--- config.mk ---
export PLATFORM = sky130hd
export DESIGN_NAME = sclk_sleep_ctrl
export DESIGN_NICKNAME = d
export VERILOG_FILES = /design/src/rtl/sclk_sleep_ctrl.sv
export SDC_FILE = /design/constraint.sdc
export NUM_CORES = 1
export LEC_CHECK = 0
export ABC_AREA = 1
export CAP_MARGIN = 0
export CORE_ASPECT_RATIO = 0.9
export CORE_MARGIN = 2
export CORE_UTILIZATION = 47
export CTS_CLUSTER_DIAMETER = 120
export DETAILED_ROUTE_END_ITERATION = 8
export PLACE_DENSITY = 0.73
export SYNTH_ARGS = -nofsm -noshare
export SYNTH_HDL_FRONTEND = slang
export SYNTH_SLANG_ARGS = --single-unit
--- constraint.sdc ---
create_clock -name clk -period 1.24 [get_ports clk]
set_input_delay 0.248 -clock clk [delete_from_list [all_inputs] [get_ports clk]]
set_output_delay 0.248 -clock clk [all_outputs]
set_load 0.1 [all_outputs]
--- src/rtl/sclk_sleep_ctrl.sv ---
module sclk_sleep_ctrl #(
  parameter int SLEEP_TICKS = 400,
  parameter int WAKE_TICKS  = 16,
  parameter int SETTLE_CONV = 4,
  localparam int RUN_MAX = (SLEEP_TICKS > WAKE_TICKS) ? SLEEP_TICKS : WAKE_TICKS,
  localparam int RW = $clog2(RUN_MAX + 1),
  localparam int SW = $clog2(SETTLE_CONV + 1)
) (
  input  logic          clk,
  input  logic          rst_n,
  input  logic          sclk_in,
  input  logic          cs_n,
  input  logic          conv_done,
  input  logic          sdo_oe_req,
  output logic          sdo_oe,
  output logic          sleep,
  output logic          core_rst,
  output logic [SW-1:0] settle_cnt,
  output logic          result_valid
);

  logic [1:0]    sync_q;
  logic          sclk_s;
  logic [RW-1:0] run_cnt;
  logic          enter_now;
  logic          wake_now;

  assign sclk_s    = sync_q[1];
  assign enter_now = !sleep && sclk_s && (run_cnt == RW'(SLEEP_TICKS - 1));
  assign wake_now  = sleep && !sclk_s && (run_cnt == RW'(WAKE_TICKS - 1));

  always_ff @(posedge clk or negedge rst_n) begin
    if (!rst_n) sync_q <= '0;
    else        sync_q <= {sync_q[0], sclk_in};
  end

  // one counter measures the run of the level that matters in the current mode
  always_ff @(posedge clk or negedge rst_n) begin
    if (!rst_n) begin
      run_cnt <= '0;
      sleep   <= 1'b0;
    end else if (enter_now) begin
      run_cnt <= '0;
      sleep   <= 1'b1;
    end else if (wake_now) begin
      run_cnt <= '0;
      sleep   <= 1'b0;
    end else if (sclk_s == sleep) begin
      run_cnt <= '0;
    end else begin
      run_cnt <= run_cnt + 1'b1;
    end
  end

  always_ff @(posedge clk or negedge rst_n) begin
    if (!rst_n) core_rst <= 1'b0;
    else        core_rst <= wake_now;
  end

  always_ff @(posedge clk or negedge rst_n) begin
    if (!rst_n)
      settle_cnt <= '0;
    else if (wake_now)
      settle_cnt <= '0;
    else if (conv_done && !sleep && !core_rst && settle_cnt != SW'(SETTLE_CONV))
      settle_cnt <= settle_cnt + 1'b1;
  end

  assign result_valid = (settle_cnt == SW'(SETTLE_CONV));
  assign sdo_oe       = sdo_oe_req && !cs_n && !sleep;

endmodule

==> reports/metrics.cfg <==
[outcome]
status = complete, but fails checks
violations = setup timing

[sta]
setup_viol = 16
setup_slack_ns = -0.305
period_minus_slack_ns = 1.54
fin_tns_setup_ns = -2.94
rsz0062_at_grt = true
tightest_slew_ns = 0.263
slew_violations = 0
timing.fmax_mhz = 647
fin_worst_skew_ns = 0.00150
slew_headroom_pct = 82.5
hold_viol = 0
fin_crit_sh_pct = 125

[logic_synthesis]
synth_fp_nets = 114
yosys_warnings = 0
ys_seq_area_share_pct = 45.0
yosys_register_bits = 16
ys_types = 20
synth_area_per_cell_sq_um = 8.64
syn-cell-area_sq_um = 890
synthCells = 103

[cells_and_area]
drive_above_1_share_pct = 54.7
fin_nets = 149
n_antenna_cell = 0
layout_commonest_cell = nand2_1
area_growth_pct = 63.4
fin_util_pct = 83.8
mostFrequentLayoutCells = nand2_1 (17), nor2_1 (11), dfrtp_1 (11)

[global_routing]
grt_pass1_vias = 771
antenna_found_initial = 0
gr-total-overflow = 0
grt_start_max_net_pins = 17
grt_first_pass_wirelength_mm = 3.51
track_usage_pct = 21.5

[floorplanning]
dieArea_sq_um = 2260
coreArea_sq_um = 1730
start_util_pct = 51.3
dieWidth_microns = 49.9
die_h_microns = 45.3
rows = 14
ioPinCount = 13

[pwr]
p_leak_nw = 0.697
power_switching_mw = 1.01
peakVddDrop_mv = 1.95
pwr_density_cell_nw_per_um2 = 1600
p_int_mw = 1.32
pwr-share-comb_pct = 55.6
netSwitchingFraction_pct = 43.2
pwr-share-seq_pct = 29.4
clockPowerShare_pct = 15.0
fin_total_pwr_mw = 2.33

[place]
place_ws_ns = -0.104
dp_hpwl_mm = 1.28
gp_congestion = 0.773
port_buffers = 12

[drt]
drt_iter0_drc = 18
drt_first_pass_iters = 4
avgViaCountPerCell = 4.73
wl_per_cell_microns = 13.2
drtAntennaViolNets = 0
drc_errors = 0
num_vias = 761
wl_mm = 2.12

[setup_path]
worstPathRequired_ns = 0.99
cp.arrival_ns = 1.30
end_kind = output pin
crit_path_start_kind = flip-flop
cp_cell_sequence = inv_4 -> ha_4 -> nand2_4 -> clkinvlp_4 -> buf_12
criticalPathCategory = reg2out
cp_max_fo = 2
crit_path_top_delay_cell = dfrtp_4
critical-path-max-stage-delay_ns = 0.51
crit_buf_inv = 3
crit_family = flip-flops

[clock_tree]
clock_sinks = 16
clk_pin_slew_ns = 0.10
insertion_delay_ns = 0.28
cts-root-buf = clkbuf_4
cts_buffers = 3
tritoncts = built
htreeDepth = 1
cts_buffer_depth = 2

[min_path]
hp-class = in2async

[flow_run]
cap_viol_max_count = 0

layer usage:
metal / GRT usage, % / vias up / share of wire (%)
met1: 28.0 / 367 / 43
li1: - / 383 / -
met5: 0 / - / 0
met4: 6.67 / 0 / 0.61
met3: 4.30 / 2 / 2.5
met2: 36.8 / 9 / 53
cell usage after synthesis (all sizes together):
cell type	instances	area [sq um]
nor3	2	10.0
ha	5	62.6
xor2	1	8.76
dfrtp	16	400
xnor2	1	8.76
a21oi	1	5.00
inv	17	63.8
nor2	23	130
nand2	27	111
nand3	8	75.1
nor3b	1	7.51
nand4	1	6.26
registers in the layout (all words and copies together), names as in the netlist:
signal and count:
sync_q 2, run_cnt 9, settle_cnt 3, sleep 1, core_rst 1
cell families (layout without fill, tap and decap cells):
kind of cell / after synthesis / in the layout / synth area share, %
flops: 16 / 16 / 45.0
buf+inv: 17 / 51 / 7.17
fa+ha+maj: 5 / 5 / 7.03
simple gates: 62 / 62 / 38.3
compound gates: 1 / 1 / 0.562
xor+xnor: 2 / 2 / 1.97
cell type report:
type                       count  area [sq um]
fill                          98           280
clock buffer                   4          36.3
timing repair buffer          30           355
tap                           24          30.0
multi-input combinational     70           543
sequential                    16           414
inverter                      17          75.1
path summary, 6_finish.rpt:
kind	from	end	slack (ns)	depth (start not counted)
setup / recovery	settle_cnt[0]	result_valid	-0.30	5
hold / removal	rst_n	settle_cnt[1]	0.27	2
setup reg to reg	sleep	run_cnt[7]	-0.21	8
hold reg to reg	sync_q[0]	sync_q[1]	0.36	0
max in group asynchronous	rst_n	sleep	0.77	2
min in group clk	sync_q[0]	sync_q[1]	0.36	0
power groups by stage:
stage | Sequential [mW] | Combinational, mW | Clock, mW
finish | 0.685 | 1.30 | 0.348
global route | 0.691 | 1.37 | 0.383
CTS | 0.677 | 1.22 | 0.360
detailed placement | 0.687 | 1.15 | 0
global placement | 0.687 | 1.12 | 0
floorplan | 1.05 | 0.349 | 0
stage by stage:
stage	area [sq um]	hold slack [ns]	cells
2_1_floorplan	975	-0.0476	103
4_1_cts	1400	0.264	160
6_report	1450	0.267	161
3_3_place_gp	1270	0.335	149
5_1_grt	1450	0.294	161
3_5_place_dp	1270	0.337	149
timing repair:
| action | CTS | global route |
|---|---|---|
| buffers inserted | 7 | 4 |
| endpoints found under the setup margin | 12 | 17 |
| hold buffers | 0 | 0 |
| gates cloned | 0 | 0 |
| pin swaps | 13 | 8 |
| gates resized for setup | 13 | 13 |
Power figures use the tool's default switching activity.
